## config.mk

```make
export PLATFORM = sky130hd
export DESIGN_NAME = sync_rx_channel
export DESIGN_NICKNAME = d
export VERILOG_FILES = /design/src/rtl/sync_rx_pkg.sv /design/src/rtl/sync_rx_sync.sv /design/src/rtl/sync_rx_shift.sv /design/src/rtl/sync_rx_status.sv /design/src/rtl/sync_rx_channel.sv
export SDC_FILE = /design/constraint.sdc
export NUM_CORES = 1
export LEC_CHECK = 0
export BUFFER_PORTS_ARGS = -buffer_cell sky130_fd_sc_hd__buf_2
export CORE_ASPECT_RATIO = 0.9
export CORE_MARGIN = 3
export CORE_UTILIZATION = 50
export CTS_BUF_LIST = sky130_fd_sc_hd__clkbuf_2 sky130_fd_sc_hd__clkbuf_4 sky130_fd_sc_hd__clkbuf_8
export CTS_CLUSTER_SIZE = 30
export DETAILED_ROUTE_END_ITERATION = 16
export GPL_TIMING_DRIVEN = 1
export PLACE_DENSITY_LB_ADDON = 0.1
export SLEW_MARGIN = 20
export SYNTH_ARGS = -nofsm -noshare
export SYNTH_HDL_FRONTEND = slang
export SYNTH_SLANG_ARGS = --single-unit
```

## constraint.sdc

```tcl
create_clock -name clk -period 1.9 [get_ports clk]
set_input_delay 0.19 -clock clk [delete_from_list [all_inputs] [get_ports clk]]
set_output_delay 0.19 -clock clk [all_outputs]
set_load 0.02 [all_outputs]
```

## src/rtl/sync_rx_pkg.sv

```systemverilog
package sync_rx_pkg;
    localparam int ADDR_W = 1;
    localparam logic [ADDR_W-1:0] ADDR_DATA = 1'b0;
    localparam logic [ADDR_W-1:0] ADDR_STAT = 1'b1;
    localparam int FLAG_N = 4;
    localparam int F_RDY = 0;
    localparam int F_OVR = 1;
    localparam int F_FER = 2;
    localparam int F_PER = 3;
endpackage

```

## src/rtl/sync_rx_sync.sv

```systemverilog
module sync_rx_sync #(
    parameter int STAGES = 2
) (
    input  logic clk,
    input  logic rst_n,
    input  logic ser_clk,
    input  logic ser_dat,
    output logic rise,
    output logic bit_val
);
    typedef struct packed {
        logic [STAGES:0]   sck;
        logic [STAGES-1:0] dat;
    } sync_t;

    sync_t s_d, s_q;

    always_comb begin
        s_d     = s_q;
        s_d.sck = {s_q.sck[STAGES-1:0], ser_clk};
        s_d.dat = {s_q.dat[STAGES-2:0], ser_dat};
        rise    = s_q.sck[STAGES-1] & ~s_q.sck[STAGES];
        bit_val = s_q.dat[STAGES-1];
    end

    always_ff @(posedge clk or negedge rst_n) begin
        if (!rst_n) s_q <= '0;
        else        s_q <= s_d;
    end
endmodule

```

## src/rtl/sync_rx_shift.sv

```systemverilog
module sync_rx_shift #(
    parameter int DATA_W = 8
) (
    input  logic              clk,
    input  logic              rst_n,
    input  logic              rx_en,
    input  logic              flags_any,
    input  logic              err_any,
    input  logic              rise,
    input  logic              bit_val,
    output logic              frame_done,
    output logic [DATA_W-1:0] frame_byte
);
    localparam int CNT_W = $clog2(DATA_W);
    localparam logic [CNT_W-1:0] LAST = CNT_W'(DATA_W - 1);

    typedef struct packed {
        logic              running;
        logic [CNT_W-1:0]  cnt;
        logic [DATA_W-1:0] sh;
    } shift_t;

    shift_t s_d, s_q;

    always_comb begin
        s_d        = s_q;
        frame_byte = {bit_val, s_q.sh[DATA_W-1:1]};
        frame_done = s_q.running & rx_en & rise & (s_q.cnt == LAST);

        if (!rx_en)                         s_d.running = 1'b0;
        else if (!s_q.running && !flags_any) s_d.running = 1'b1;
        else if (s_q.running && err_any)     s_d.running = 1'b0;

        if (!s_q.running || !rx_en) begin
            s_d.cnt = '0;
        end else if (rise) begin
            s_d.sh  = frame_byte;
            s_d.cnt = (s_q.cnt == LAST) ? '0 : s_q.cnt + 1'b1;
        end
    end

    always_ff @(posedge clk or negedge rst_n) begin
        if (!rst_n) s_q <= '0;
        else        s_q <= s_d;
    end

    // disabling reception drops the partial frame
    assert_disable_clears_R8: assert property (@(posedge clk) disable iff (!rst_n)
        !rx_en |=> (s_q.cnt == '0) && !s_q.running);
endmodule

```

## src/rtl/sync_rx_status.sv

```systemverilog
module sync_rx_status
    import sync_rx_pkg::*;
#(
    parameter int DATA_W = 8
) (
    input  logic              clk,
    input  logic              rst_n,
    input  logic              frame_done,
    input  logic [DATA_W-1:0] frame_byte,
    input  logic              rd_en,
    input  logic [ADDR_W-1:0] rd_addr,
    output logic [DATA_W-1:0] rd_data,
    input  logic              wr_en,
    input  logic [ADDR_W-1:0] wr_addr,
    input  logic [DATA_W-1:0] wr_data,
    input  logic              irq_en,
    output logic              irq_rx,
    output logic              irq_err,
    output logic              flags_any,
    output logic              err_any
);
    typedef struct packed {
        logic [DATA_W-1:0] data;
        logic [FLAG_N-1:0] flags;
        logic [FLAG_N-1:0] seen;
    } stat_t;

    stat_t s_d, s_q;
    logic  rd_stat, wr_stat;

    always_comb begin
        s_d     = s_q;
        rd_stat = rd_en && (rd_addr == ADDR_STAT);
        wr_stat = wr_en && (wr_addr == ADDR_STAT);

        for (int i = 0; i < FLAG_N; i++) begin
            if (rd_stat && s_q.flags[i]) s_d.seen[i] = 1'b1;
            if (wr_stat && !wr_data[i] && s_q.seen[i]) begin
                s_d.flags[i] = 1'b0;
                s_d.seen[i]  = 1'b0;
            end
        end

        if (frame_done) begin
            if (s_q.flags[F_RDY]) begin
                s_d.flags[F_OVR] = 1'b1;
            end else begin
                s_d.data         = frame_byte;
                s_d.flags[F_RDY] = 1'b1;
            end
        end

        rd_data   = (rd_addr == ADDR_STAT) ? DATA_W'(s_q.flags) : s_q.data;
        err_any   = s_q.flags[F_OVR] | s_q.flags[F_FER] | s_q.flags[F_PER];
        flags_any = |s_q.flags;
        irq_rx    = s_q.flags[F_RDY] & irq_en;
        irq_err   = err_any & irq_en;
    end

    always_ff @(posedge clk or negedge rst_n) begin
        if (!rst_n) s_q <= '0;
        else        s_q <= s_d;
    end

    // while overrun is flagged the held byte never changes
    assert_ovr_holds_data_R3: assert property (@(posedge clk) disable iff (!rst_n)
        s_q.flags[F_OVR] |=> s_q.data == $past(s_q.data));
    // ready falls only on a zero-write to the status address
    assert_rdy_clear_by_write_R6: assert property (@(posedge clk) disable iff (!rst_n)
        $fell(s_q.flags[F_RDY]) |-> $past(wr_en && wr_addr == ADDR_STAT && !wr_data[F_RDY]));
    // framing and parity flags stay low
    assert_no_frame_parity_R9: assert property (@(posedge clk) disable iff (!rst_n)
        !(s_q.flags[F_FER] || s_q.flags[F_PER]));
endmodule

```

## src/rtl/sync_rx_channel.sv

```systemverilog
module sync_rx_channel
    import sync_rx_pkg::*;
#(
    parameter int DATA_W    = 8,
    parameter int SYNC_STGS = 2
) (
    input  logic              clk,
    input  logic              rst_n,
    input  logic              rx_en,
    input  logic              irq_en,
    input  logic              ser_clk,
    input  logic              ser_dat,
    input  logic              rd_en,
    input  logic [ADDR_W-1:0] rd_addr,
    output logic [DATA_W-1:0] rd_data,
    input  logic              wr_en,
    input  logic [ADDR_W-1:0] wr_addr,
    input  logic [DATA_W-1:0] wr_data,
    output logic              irq_rx,
    output logic              irq_err
);
    logic              rise, bit_val, frame_done, flags_any, err_any;
    logic [DATA_W-1:0] frame_byte;

    sync_rx_sync #(.STAGES(SYNC_STGS)) u_sync (
        .clk(clk), .rst_n(rst_n), .ser_clk(ser_clk), .ser_dat(ser_dat),
        .rise(rise), .bit_val(bit_val));

    sync_rx_shift #(.DATA_W(DATA_W)) u_shift (
        .clk(clk), .rst_n(rst_n), .rx_en(rx_en), .flags_any(flags_any),
        .err_any(err_any), .rise(rise), .bit_val(bit_val),
        .frame_done(frame_done), .frame_byte(frame_byte));

    sync_rx_status #(.DATA_W(DATA_W)) u_status (
        .clk(clk), .rst_n(rst_n), .frame_done(frame_done), .frame_byte(frame_byte),
        .rd_en(rd_en), .rd_addr(rd_addr), .rd_data(rd_data),
        .wr_en(wr_en), .wr_addr(wr_addr), .wr_data(wr_data),
        .irq_en(irq_en), .irq_rx(irq_rx), .irq_err(irq_err),
        .flags_any(flags_any), .err_any(err_any));

    // interrupts are silent when masked
    assert_irq_masked_R4: assert property (@(posedge clk) disable iff (!rst_n)
        !irq_en |-> !(irq_rx || irq_err));
    // with an error flagged, no frame completes
    assert_halt_on_error_R5: assert property (@(posedge clk) disable iff (!rst_n)
        $past(err_any) && err_any |-> !frame_done);
endmodule

```

# ---- Yosys cells after proc, flatten, opt, wreduce, memory -nomap -nowiden
# Index checks and enable logic that the tools add are counted.
# W data, S select, Z words.
dict set report totals {
  wordCells 59
  regBits 29
  out_inout_bits 10
  in_bits 18
}
dict set report classes {
  eq_ne 2
  bitwise_logic 9
  n_mux 16
  n_addsub 1
  n_reduce_logical 22
}
# op n
set ops {}
lappend ops {{$mux W1} 11}
lappend ops {{$mux W11} 1}
lappend ops {{$logic_and A1 B1 Y1} 10}
lappend ops {{$mux W8} 1}
lappend ops {{$and A1 B1 Y1} 6}
lappend ops {{$mux W3} 2}
lappend ops {{$reduce_bool A2 Y1} 3}
lappend ops {{$logic_not A1 Y1} 5}
lappend ops {{$reduce_and A2 Y1} 2}
lappend ops {{$add A3 B1 Y3 const B} 1}
lappend ops {{$eq A3 B3 Y1 const B} 1}
lappend ops {{$ne A3 B1 Y1 const B} 1}
lappend ops {{$not A1 Y1} 3}
lappend ops {{$mux W2} 1}
lappend ops {{$reduce_or A2 Y1} 1}
lappend ops {{$logic_or A1 B1 Y1} 1}

# ---- Logic depth before layout (Yosys ltp)
# Gate-level depths: netlist (run 1).
dict set report depth {
  ltp_word 6
  ltp_mapped 5
  depth_no_buf 5
}

# ---- Modules after synthesis
# From an unflattened synthesis (run 1), not the netlist that was laid out.
dict set report hier_totals {
  cells_unflattened 89
  hier_area_um2 1260.0
}
# module seq_area_each_um2 cells_each instances area_each_um2
set by_module_without_submodules {}
lappend by_module_without_submodules {sync_rx_status 300.3 42 1 585.6}
lappend by_module_without_submodules {sync_rx_shift 275.3 41 1 535.5}
lappend by_module_without_submodules {sync_rx_sync 125.1 6 1 138.9}

# ---- Least setup slack after synthesis (run 1)
# OpenSTA, ideal clock, no wires.
dict set report synth_timing {
  path_kind {register to register}
  start {register u_shift.s_q[8] (netlist name)}
  end {register u_status.s_q[10] (netlist name)}
  setup_ns 0.125
  t_required_ns 1.775
  setup_slack_ns 0.397
  path_buffers 0
  period_less_slack_ns 1.503
  t_arrival_ns 1.378
  stages_incl_launch_ff 5
  path_cell_list {dfrtp_1 -> ha_1 -> ha_1 -> nor3b_4 -> mux2_2}
}
dict set report synth_via {
  elab_chain_cells 3
}
# item line_no
set synth_lines {}
lappend synth_lines {{from (decl)} sync_rx_shift.sv:23} ;# shift_t s_d, s_q;
lappend synth_lines {{from (signal assigned)} sync_rx_shift.sv:43} ;# if (!rst_n) s_q <= '0;
lappend synth_lines {{from (signal assigned)} sync_rx_shift.sv:44} ;# else s_q <= s_d;
lappend synth_lines {{$eq A3 B3 Y1} sync_rx_shift.sv:28} ;# frame_done = s_q.running & rx_en & rise & (s_q.cnt == LAST);
lappend synth_lines {{$and A1 B1 Y1} sync_rx_shift.sv:28}
lappend synth_lines {{$reduce_and A2 Y1 (no line)} -}
lappend synth_lines {{to (signal assigned)} sync_rx_status.sv:61} ;# if (!rst_n) s_q <= '0;
lappend synth_lines {{to (signal assigned)} sync_rx_status.sv:62} ;# else s_q <= s_d;
lappend synth_lines {{to (decl)} sync_rx_status.sv:28} ;# stat_t s_d, s_q;
# No other way between the ends.
# A chain may end at the register's enable or synchronous reset.

# ---- Worst setup path after layout (run 1)
dict set report layout_timing {
  start {register u_shift.s_q[8] (netlist name)}
  end {register u_status.s_q[9] (netlist name)}
}
# The elaborated chain is that of the path after synthesis.

==> reports/metrics.csv, run 1 <==
stage,metric,value,unit
status,outcome,"complete, no violations",
routing,drc violations,0,
worst_setup_path,Top Family by Delay on Critical Path,flip-flops,
logic_synthesis,Netlist cell types,19,
routing,WL/cell,13.75,um
logic_synthesis,sequential fraction of the synthesis area,60.61,%
cts,H-Tree Depth,1,
floorplanning,Die H,51.62,um
floorplanning,core outline area,0.002046,sq mm
final_layout,area grow syn2layout,19.91,%
cts,Max Buffers Root-to-Sink,2,
worst_setup_path,CP endpoint kind,register,
final_layout,ant diodes,0,
timing,Fin. Hold Viols,0,
final_layout,most frequent cells in the layout,"28 x dfrtp_1, 21 x buf_2, 17 x mux2_2",
final_layout,nets,131,
worst_setup_path,Worst path max stage delay,0.40,ns
logic_synthesis,Post-Syn Instances,81,
global_routing,initial antenna violation count,0,
global_routing,GRT Total Usage,14.83,%
timing,final setup fails,0,
timing,Slew Limit Fails,0,
global_routing,largest net degree at the start of global routing,29,
logic_synthesis,mapped cell area,0.001156,sq mm
floorplanning,DIE WIDTH,56.69,um
routing,Avg Vias per Cell,5.163,
logic_synthesis,"FF+latch count, synth",28,
routing,vias post-DR,697,
worst_setup_path,WP data required,2.12,ns
worst_setup_path,"most used cell, CP",ha_1,
placement,dpl hpwl,1.381,mm
final_layout,share of cells above drive strength 1,43.64,%
routing,TritonRoute pass-1 iters,4,
worst_setup_path,crit path cell chain,ha_1 -> ha_1 -> nor3b_4 -> buf_4 -> mux2_2,
timing,fmax,630.3,MHz
timing,final worst slack,0.3136,ns
floorplanning,I/O pin total,28,
routing,Post-Route WL,1.856,mm
routing,drt first-iter violations,11,
timing,setup_tns,0,ns
logic_synthesis,Syn Nets,101,
floorplanning,Die ar.,0.002926,sq mm
worst_setup_path,crit path kind,register to register,
pwr,worst-case vdd ir drop,0.0007569,V
cts,clk sinks,28,
logic_synthesis,Ys Warns,0,
timing,fin crit period,1.586,ns
cts,TritonCTS clock tree,built,
floorplanning,num rows,15,
cts,Root Buffer,clkbuf_4,
worst_setup_path,"Slowest-stage cell, CP",dfrtp_1,
global_routing,vias in the first global route,738,
global_routing,GR Overflow Total,0,
worst_setup_path,Worst Path Max Fanout,5,
timing,headroom to the max-slew limit,60.36,%
timing,clock skew,0.007923,ns
cts,CTS Buf Count,3,
worst_setup_path,Bufs and invs on worst path,1,
floorplanning,Initial Utilization,56.51,%
routing,Routed Antenna Nets,0,
timing,RSZ-0062 raised after global routing,no,
timing,period utilisation layout,83.50,%
timing,slew at the pin with the worst max-slew slack,0.5947,ns
placement,GPL Wtd Cong,0.7342,
global_routing,first-pass GRT wire length,3.312,mm
placement,Port Buf Inserts,21,
pwr,Leakage,0.7221,nW
final_layout,fin util,67.77,%
final_layout,Filler Cells Inserted,158,
worst_setup_path,startpoint types,register,
cts,"CTS clk-pin slew, worst paths",0.14,ns
final_layout,"most common cell after layout, fill and taps aside",dfrtp_1,
logic_synthesis,synthesized area per cell,14.27,sq um
cts,Worst-Skew Late Latency,0.32,ns
min_path,HP Class,input port to register,
placement,Post-Place Worst Slack,0.3409,ns
flow_run,max-cap check violation count,0,
worst_setup_path,"Data arrival, critical path",1.80,ns
pwr,PwrDens,818.3,mW/mm^2
## worst reg2reg max path, delay by kind of cell (launching register included)
family / cells / cell delay, ns
DFF: 1 / 0.40
and+or+nand+nor: 1 / 0.21
muxes: 1 / 0.34
adders and majority gates: 2 / 0.36
buffers and inverters: 1 / 0.17
## cells by family (layout without fill, tap and decap cells)
group           Yosys count  count (layout)  synth area share [%]
compound gates            5               5                 2.706
fa+ha+maj                 2               2                 2.164
buf+inv                   1              30                0.3244
flops                    28              28                 60.61
mux                      20              20                 19.16
simple gates             25              25                 15.04
## power breakdown
group | switching [W] | internal (W) | total, W
clock network | 0.000165 | 0.000213 | 0.000379
registers | 0.0000313 | 0.000641 | 0.000672
logic | 0.0000349 | 0.0000484 | 0.0000833
## flip-flops by register name, indices dropped and copies added (netlist names)
signal,cells
u_shift.s_q,4
u_sync.s_q,1
u_sync.s_d,3
u_shift.frame_byte,7
u_status.s_q,12
u_sync.bit_val,1
## per-layer routing
layer	vias to the layer above	track usage [%]	part of all wire [%]	wire [um]
li1	343	-	-	-
met1	331	18.97	46	851
met2	21	24.42	46	862
met3	2	5.707	6.7	125
met4	0	2.372	0.92	17
met5	-	0	0	0
## synthesized netlist by cell type
cell / number / share of area (%)
a21o_2: 1 / 0.76
and2_1: 2 / 1.1
and2b_2: 1 / 0.76
and3_1: 1 / 0.54
clkbuf_1: 1 / 0.32
dfrtp_1: 28 / 61
ha_1: 2 / 2.2
mux2_2: 17 / 17
mux2i_1: 3 / 2.6
nand2_1: 4 / 1.3
nand3_1: 1 / 0.43
nand4b_1: 2 / 1.5
nand4b_4: 1 / 2.1
nor2_1: 4 / 1.3
nor2b_1: 7 / 3.8
nor3b_1: 1 / 0.65
nor3b_4: 1 / 1.6
o21a_1: 1 / 0.65
o21ai_0: 3 / 1.3
## timing repair
action                                 4_1_cts  5_1_grt
hold buffers                                 3        0
endpoints found under the hold margin       30        0
setup endpoints to repair                    0        0
gates resized for setup                      0        0
setup buffers                                0        0
## final cells by class
cell class	count	area [sq um]	area share, %
clock buffers	3	22.52	1.625
well taps	25	31.28	2.256
clock inverters	1	30.03	2.166
multi-input cells	52	451.7	32.58
repair buffers	26	150.1	10.83
flip-flops and latches	28	700.7	50.54
## stage by stage
step                cells  cell area (sq um)  hold WS, ns  total power [W]
finish                135               1386       0.1290         0.001134
global route          135               1386       0.1347         0.001195
CTS                   135               1386       0.1310         0.001148
detailed placement    128               1304       0.2314        0.0007655
global placement      128               1304       0.2317        0.0007594
floorplan              81               1156      -0.1056        0.0007227
## worst paths after layout
check | end | from | cells past startpoint | slack, ns
worst max-delay path | u_status.s_q[9]$_DFFE_PN0P_ | u_shift.s_q[8]$_DFFE_PN0P_ | 5 | 0.31
worst min-delay path | u_status.s_q[0]$_DFFE_PN0P_ | wr_data[0] | 3 | 0.13
worst max register to register | u_status.s_q[9]$_DFFE_PN0P_ | u_shift.s_q[8]$_DFFE_PN0P_ | 5 | 0.31
worst min register to register | u_sync.bit_val$_DFF_PN0_ | u_sync.s_d[1]$_DFF_PN0_ | 0 | 0.37
max in group asynchronous | u_shift.frame_byte[6]$_DFFE_PN0P_ | rst_n | 2 | 1.13
min in group asynchronous | u_shift.s_q[8]$_DFFE_PN0P_ | rst_n | 2 | 0.38
Power figures use the tool's default switching activity.
==> run 2: changes to the inputs <==
--- a/config.mk
+++ b/config.mk
@@ -8,7 +8,7 @@
 export BUFFER_PORTS_ARGS = -buffer_cell sky130_fd_sc_hd__buf_2
 export CORE_ASPECT_RATIO = 0.9
 export CORE_MARGIN = 3
-export CORE_UTILIZATION = 50
+export CORE_UTILIZATION = 49
 export CTS_BUF_LIST = sky130_fd_sc_hd__clkbuf_2 sky130_fd_sc_hd__clkbuf_4 sky130_fd_sc_hd__clkbuf_8
 export CTS_CLUSTER_SIZE = 30
 export DETAILED_ROUTE_END_ITERATION = 16
==> constraint.sdc (replaced) <==
create_clock -name clk -period 1.4 [get_ports clk]
set_input_delay 0.14 -clock clk [delete_from_list [all_inputs] [get_ports clk]]
set_output_delay 0.14 -clock clk [all_outputs]
set_load 0.02 [all_outputs]
==> reports/metrics.csv, run 2 (same netlist as run 1, synthesis figures left out) <==
stage,metric,value,unit
timing,RSZ-0062 raised after global routing,yes,
timing,final worst slack,-0.09871,ns
final_layout,share of cells above drive strength 1,50.00,%
timing,fin crit period,1.499,ns
final_layout,nets,139,
timing,clock skew,0.005067,ns
cts,Max Buffers Root-to-Sink,2,
timing,fmax,667.2,MHz
cts,CTS Buf Count,3,
worst_setup_path,FF-to-FF Start,u_shift.s_q[8]$_DFFE_PN0P_,
pwr,worst-case vdd ir drop,0.0007405,V
pwr,Leakage,0.7613,nW
placement,placed cells,136,
cts,Root Buffer,clkbuf_4,
final_layout,fin util,68.41,%
routing,drc violations,0,
global_routing,initial antenna violation count,0,
timing,slew at the pin with the worst max-slew slack,0.6187,ns
routing,Routed Antenna Nets,0,
status,failing checks,negative setup slack,
timing,period utilisation layout,107.1,%
timing,final setup fails,9,
floorplanning,num rows,16,
final_layout,"most common cell after layout, fill and taps aside",dfrtp_1,
final_layout,Final Non-Filler Cells,145,
min_path,HP Class,input port to register,
routing,vias post-DR,748,
cts,Worst-Skew Late Latency,0.32,ns
placement,dpl hpwl,1.374,mm
floorplanning,I/O pin total,28,
worst_setup_path,Worst Path Max Fanout,5,
worst_setup_path,CP endpoint kind,register,
worst_setup_path,crit path launch,u_shift.s_q[8]$_DFFE_PN0P_,
worst_setup_path,"Data arrival, critical path",1.73,ns
routing,Post-Route WL,2.002,mm
final_layout,area grow syn2layout,30.30,%
final_layout,ant diodes,0,
cts,clk sinks,28,
flow_run,max-cap check violation count,0,
floorplanning,Die ar.,0.002979,sq mm
floorplanning,DIE WIDTH,57.20,um
worst_setup_path,worst r2r path cells,5,
timing,Fin. Hold Viols,0,
worst_setup_path,"setup slack, reg-to-reg",-0.1,ns
worst_setup_path,FF-to-FF End,u_status.s_q[9]$_DFFE_PN0P_,
worst_setup_path,CP endpoint,u_status.s_q[9]$_DFFE_PN0P_,
final_layout,most frequent cells in the layout,"27 x dfrtp_1, 19 x buf_2, 9 x mux2_4",
final_layout,Reg with most FFs,u_status.s_q,
timing,headroom to the max-slew limit,58.75,%
cts,H-Tree Depth,1,
final_layout,max reg flops,12,
global_routing,vias in the first global route,747,
cts,TritonCTS clock tree,built,
global_routing,GRT Total Usage,14.95,%
floorplanning,core outline area,0.002202,sq mm
routing,TritonRoute pass-1 iters,3,
worst_setup_path,WP data required,1.63,ns
floorplanning,Die H,52.08,um
floorplanning,Initial Utilization,52.50,%
worst_setup_path,startpoint types,register,
routing,Avg Vias per Cell,5.159,
pwr,PwrDens,948.2,mW/mm^2
global_routing,first-pass GRT wire length,3.360,mm
placement,Post-Place Worst Slack,-0.08411,ns
global_routing,GR Overflow Total,0,
routing,WL/cell,13.81,um
cts,"CTS clk-pin slew, worst paths",0.15,ns
routing,drt first-iter violations,34,
worst_setup_path,crit path kind,register to register,
timing,Slew Limit Fails,0,
placement,GPL Wtd Cong,0.6863,
status,outcome,"complete, but fails checks",
placement,Port Buf Inserts,21,
global_routing,largest net degree at the start of global routing,29,
[run 2: cell types whose count changed in the layout (fill, tap and decap cells not counted), sizes merged]
cell and change:
buf +8, clkbuf +1, bufinv -1
[run 2: worst min path at each step]
| stage | to | from | cells after the start | slack [ns] |
|---|---|---|---|---|
| after floorplan | u_shift.frame_byte[0]$_DFFE_PN0P_ | rst_n | 0 | -0.16 |
| after global placement | u_status.s_q[0]$_DFFE_PN0P_ | rst_n | 1 | 0.18 |
| after detailed placement | u_status.s_q[0]$_DFFE_PN0P_ | rst_n | 1 | 0.19 |
| after CTS | u_status.s_q[0]$_DFFE_PN0P_ | wr_data[0] | 3 | 0.06 |
| after global routing | u_status.s_q[0]$_DFFE_PN0P_ | wr_data[0] | 3 | 0.06 |
| final | u_status.s_q[0]$_DFFE_PN0P_ | wr_data[0] | 3 | 0.07 |
[run 2: critical path: stages (launching register included)]
cell	delay, ns
dfrtp_1	0.40
ha_2	0.20
ha_4	0.12
nor3b_4	0.22
buf_6	0.17
mux2_4	0.30
[run 2: cell type report]
cell class / count / area [sq um]
clock buffers: 4 / 36.28
fillers: 159 / 695.7
multi-input cells: 52 / 500.5
flip-flops and latches: 28 / 701.9
well taps: 27 / 33.78
repair buffers: 34 / 234.0
[run 2: power by group]
| part | leakage (nW) | internal [W] | switching (W) |
|---|---|---|---|
| combinational | 0.371 | 0.0000728 | 0.0000492 |
| sequential | 0.369 | 0.000870 | 0.0000443 |
| clock | 0.0210 | 0.000159 | 0.000233 |
[run 2: what timing repair did]
item | 4_1_cts | 5_1_grt
hold endpoints to repair | 30 | 0
hold buffers | 3 | 0
pin swaps | 1 | 0
resized for setup | 11 | 9
setup endpoints to repair | 9 | 10
setup buffers | 0 | 2
[run 2: metal layers]
| layer | vias up | GRT usage (%) | share of wire, % | routed length [um] |
|---|---|---|---|---|
| li1 | 354 | - | - | - |
| met5 | - | 0 | 0 | 0 |
| met2 | 19 | 22.43 | 46 | 916 |
| met4 | 0 | 6.950 | 1.5 | 31 |
| met1 | 371 | 21.35 | 47 | 949 |
| met3 | 4 | 2.233 | 5.2 | 104 |
[run 2: stage by stage]
step / hold WS [ns] / power [W] / instance area, sq um / TNS [ns]
global placement: 0.1828 / 0.001036 / 1351 / -0.6247
finish: 0.06536 / 0.001428 / 1506 / -0.7413
CTS: 0.05945 / 0.001439 / 1463 / -0.9199
floorplan: -0.1556 / 0.0009808 / 1156 / -0.8204
global route: 0.05779 / 0.001498 / 1506 / -1.255
detailed placement: 0.1887 / 0.001045 / 1351 / -0.5664
==> run 3: changes to the inputs <==
--- a/config.mk
+++ b/config.mk
@@ -8,12 +8,13 @@
 export BUFFER_PORTS_ARGS = -buffer_cell sky130_fd_sc_hd__buf_2
 export CORE_ASPECT_RATIO = 0.9
 export CORE_MARGIN = 3
-export CORE_UTILIZATION = 49
+export CORE_UTILIZATION = 50
 export CTS_BUF_LIST = sky130_fd_sc_hd__clkbuf_2 sky130_fd_sc_hd__clkbuf_4 sky130_fd_sc_hd__clkbuf_8
 export CTS_CLUSTER_SIZE = 30
 export DETAILED_ROUTE_END_ITERATION = 16
 export GPL_TIMING_DRIVEN = 1
 export PLACE_DENSITY_LB_ADDON = 0.1
+export SETUP_SLACK_MARGIN = 0.05
 export SLEW_MARGIN = 20
 export SYNTH_ARGS = -nofsm -noshare
 export SYNTH_HDL_FRONTEND = slang
==> constraint.sdc (replaced) <==
create_clock -name clk -period 1.5 [get_ports clk]
set_input_delay 0.15 -clock clk [delete_from_list [all_inputs] [get_ports clk]]
set_output_delay 0.15 -clock clk [all_outputs]
set_load 0.02 [all_outputs]
==> reports/metrics.csv, run 3 (same netlist as run 1, synthesis figures left out) <==
stage,metric,value,unit
floorplanning,I/O pin total,28,
global_routing,GR Overflow Total,0,
final_layout,ant diodes,0,
cts,Root Buffer,clkbuf_4,
routing,Avg Vias per Cell,5.262,
final_layout,area grow syn2layout,29.55,%
global_routing,initial antenna violation count,0,
final_layout,"most common cell after layout, fill and taps aside",dfrtp_1,
timing,slew at the pin with the worst max-slew slack,0.6105,ns
timing,Fin. Hold Viols,0,
timing,fmax,643.4,MHz
routing,drt first-iter violations,7,
routing,drc violations,0,
final_layout,share of cells above drive strength 1,48.28,%
floorplanning,num rows,15,
cts,Worst-Skew Late Latency,0.33,ns
pwr,Clock power frac,33.3,%
floorplanning,core outline area,0.002046,sq mm
flow_run,max-cap check violation count,0,
final_layout,Reg with most FFs,u_status.s_q,
cts,H-Tree Depth,1,
cts,"CTS clk-pin slew, worst paths",0.14,ns
timing,final setup fails,8,
placement,GPL Wtd Cong,0.7666,
timing,Slew Limit Fails,0,
routing,WL/cell,15.16,um
routing,Routed Antenna Nets,0,
worst_setup_path,crit path kind,register to register,
floorplanning,Initial Utilization,56.51,%
worst_setup_path,FF-to-FF Start,u_shift.s_q[8]$_DFFE_PN0P_,
timing,WHS,0.09347,ns
pwr,Comb pwr share,7.6,%
final_layout,most frequent cells in the layout,"28 x dfrtp_1, 20 x buf_2, 9 x mux2_4",
timing,RSZ-0062 raised after global routing,yes,
worst_setup_path,CP endpoint kind,register,
routing,Post-Route WL,2.137,mm
timing,period utilisation layout,103.6,%
timing,fin crit period,1.554,ns
placement,dpl hpwl,1.466,mm
final_layout,fin area,0.001498,sq mm
worst_setup_path,"Data arrival, critical path",1.78,ns
global_routing,largest net degree at the start of global routing,29,
worst_setup_path,Worst Path Max Fanout,5,
min_path,HP Class,input port to register,
worst_setup_path,crit path launch,u_shift.s_q[8]$_DFFE_PN0P_,
cts,Max Buffers Root-to-Sink,2,
timing,final worst slack,-0.05433,ns
cts,clk sinks,28,
pwr,worst-case vdd ir drop,0.0007835,V
floorplanning,Die H,51.62,um
status,outcome,"complete, but fails checks",
pwr,Leakage,0.7598,nW
global_routing,first-pass GRT wire length,3.732,mm
status,failing checks,negative setup slack,
floorplanning,DIE WIDTH,56.69,um
placement,Post-Place Worst Slack,-0.005436,ns
cts,CTS Buf Count,3,
pwr,sequential power share,59.1,%
timing,headroom to the max-slew limit,59.30,%
routing,TritonRoute pass-1 iters,4,
pwr,PwrDens,970.2,mW/mm^2
min_path,hold path startpoint,rd_en,
worst_setup_path,startpoint types,register,
worst_setup_path,WP data required,1.73,ns
final_layout,nets,137,
placement,DP Area,0.001334,sq mm
cts,TritonCTS clock tree,built,
global_routing,GRT Total Usage,17.05,%
final_layout,max reg flops,12,
routing,vias post-DR,742,
pwr,switching power,0.0003055,W
placement,Port Buf Inserts,21,
timing,clock skew,0.002231,ns
global_routing,vias in the first global route,824,
floorplanning,Die ar.,0.002926,sq mm
pwr,Internal,0.001148,W
pwr,Sw Share,21.03,%
==> run 3: changes by cell type in the layout (fill, tap and decap cells not counted) <==
cell	before	now
buf_6	5	4
dfrtp_2	1	0
bufinv_16	0	1
clkbuf_8	1	0
buf_4	7	5
buf_2	19	20
dfrtp_1	27	28
==> run 3: area by class of cell <==
cell class	count	area, sq um
Multi-Input combinational cell	52	500.5
Sequential cell	28	700.7
Clock inverter	1	30.03
Clock buffer	3	22.52
Fill cell	140	548.0
Timing Repair Buffer	32	212.7
Tap cell	25	31.28
==> run 3: layer usage <==
| metal | track usage [%] | vias to the layer above | wire length, um |
|---|---|---|---|
| li1 | - | 353 | - |
| met1 | 19.77 | 366 | 940 |
| met2 | 30.96 | 21 | 1063 |
| met3 | 4.715 | 2 | 118 |
| met4 | 4.743 | 0 | 14 |
| met5 | 0 | - | 0 |
==> run 3: worst max-delay path: stages, from the launching register on <==
cell     delay (ns)
dfrtp_1        0.40
ha_2           0.22
ha_4           0.14
nor3b_4        0.22
buf_6          0.17
mux2_4         0.31
==> run 3: worst paths after layout <==
path                                                 to  slack (ns)  cells past startpoint
min                         u_status.s_q[0]$_DFFE_PN0P_        0.09                      3
max reg2reg                u_status.s_q[14]$_DFFE_PN0P_       -0.05                      5
max in group asynchronous   u_shift.s_q[10]$_DFFE_PN0P_        0.77                      2
min in group asynchronous   u_status.s_q[0]$_DFFE_PN0P_        0.34                      2
min reg2reg                     u_sync.s_d[4]$_DFF_PN0_        0.36                      0
max                        u_status.s_q[14]$_DFFE_PN0P_       -0.05                      5
==> run 3: metrics by stage <==
step / total power, W / instances / util [%] / setup TNS [ns]
6_report: 0.001453 / 141 / 73.21 / -0.3016
5_1_grt: 0.001533 / 141 / 73.21 / -0.8294
4_1_cts: 0.001474 / 141 / 72.66 / -0.03220
3_5_place_dp: 0.0009746 / 132 / 65.20 / -0.006773
3_3_place_gp: 0.0009642 / 132 / 65.20 / 0
2_1_floorplan: 0.0009154 / 81 / - / -0.02036
==> run 3: what timing repair did <==
| action | CTS | global route |
|---|---|---|
| pin swaps | 1 | 2 |
| buffers inserted | 2 | 0 |
| gates resized for setup | 14 | 3 |
| endpoints found under the hold margin | 30 | 0 |
| setup endpoints to repair | 9 | 9 |
| hold buffers | 3 | 0 |
==> run 3: power by group through the flow <==
stage	clock [W]	combinational (W)	sequential [W]
2_1_floorplan	0	0.0000628	0.000853
3_3_place_gp	0	0.0000992	0.000865
3_5_place_dp	0	0.000105	0.000870
4_1_cts	0.000506	0.000111	0.000856
5_1_grt	0.000543	0.000123	0.000866
6_report	0.000484	0.000110	0.000859
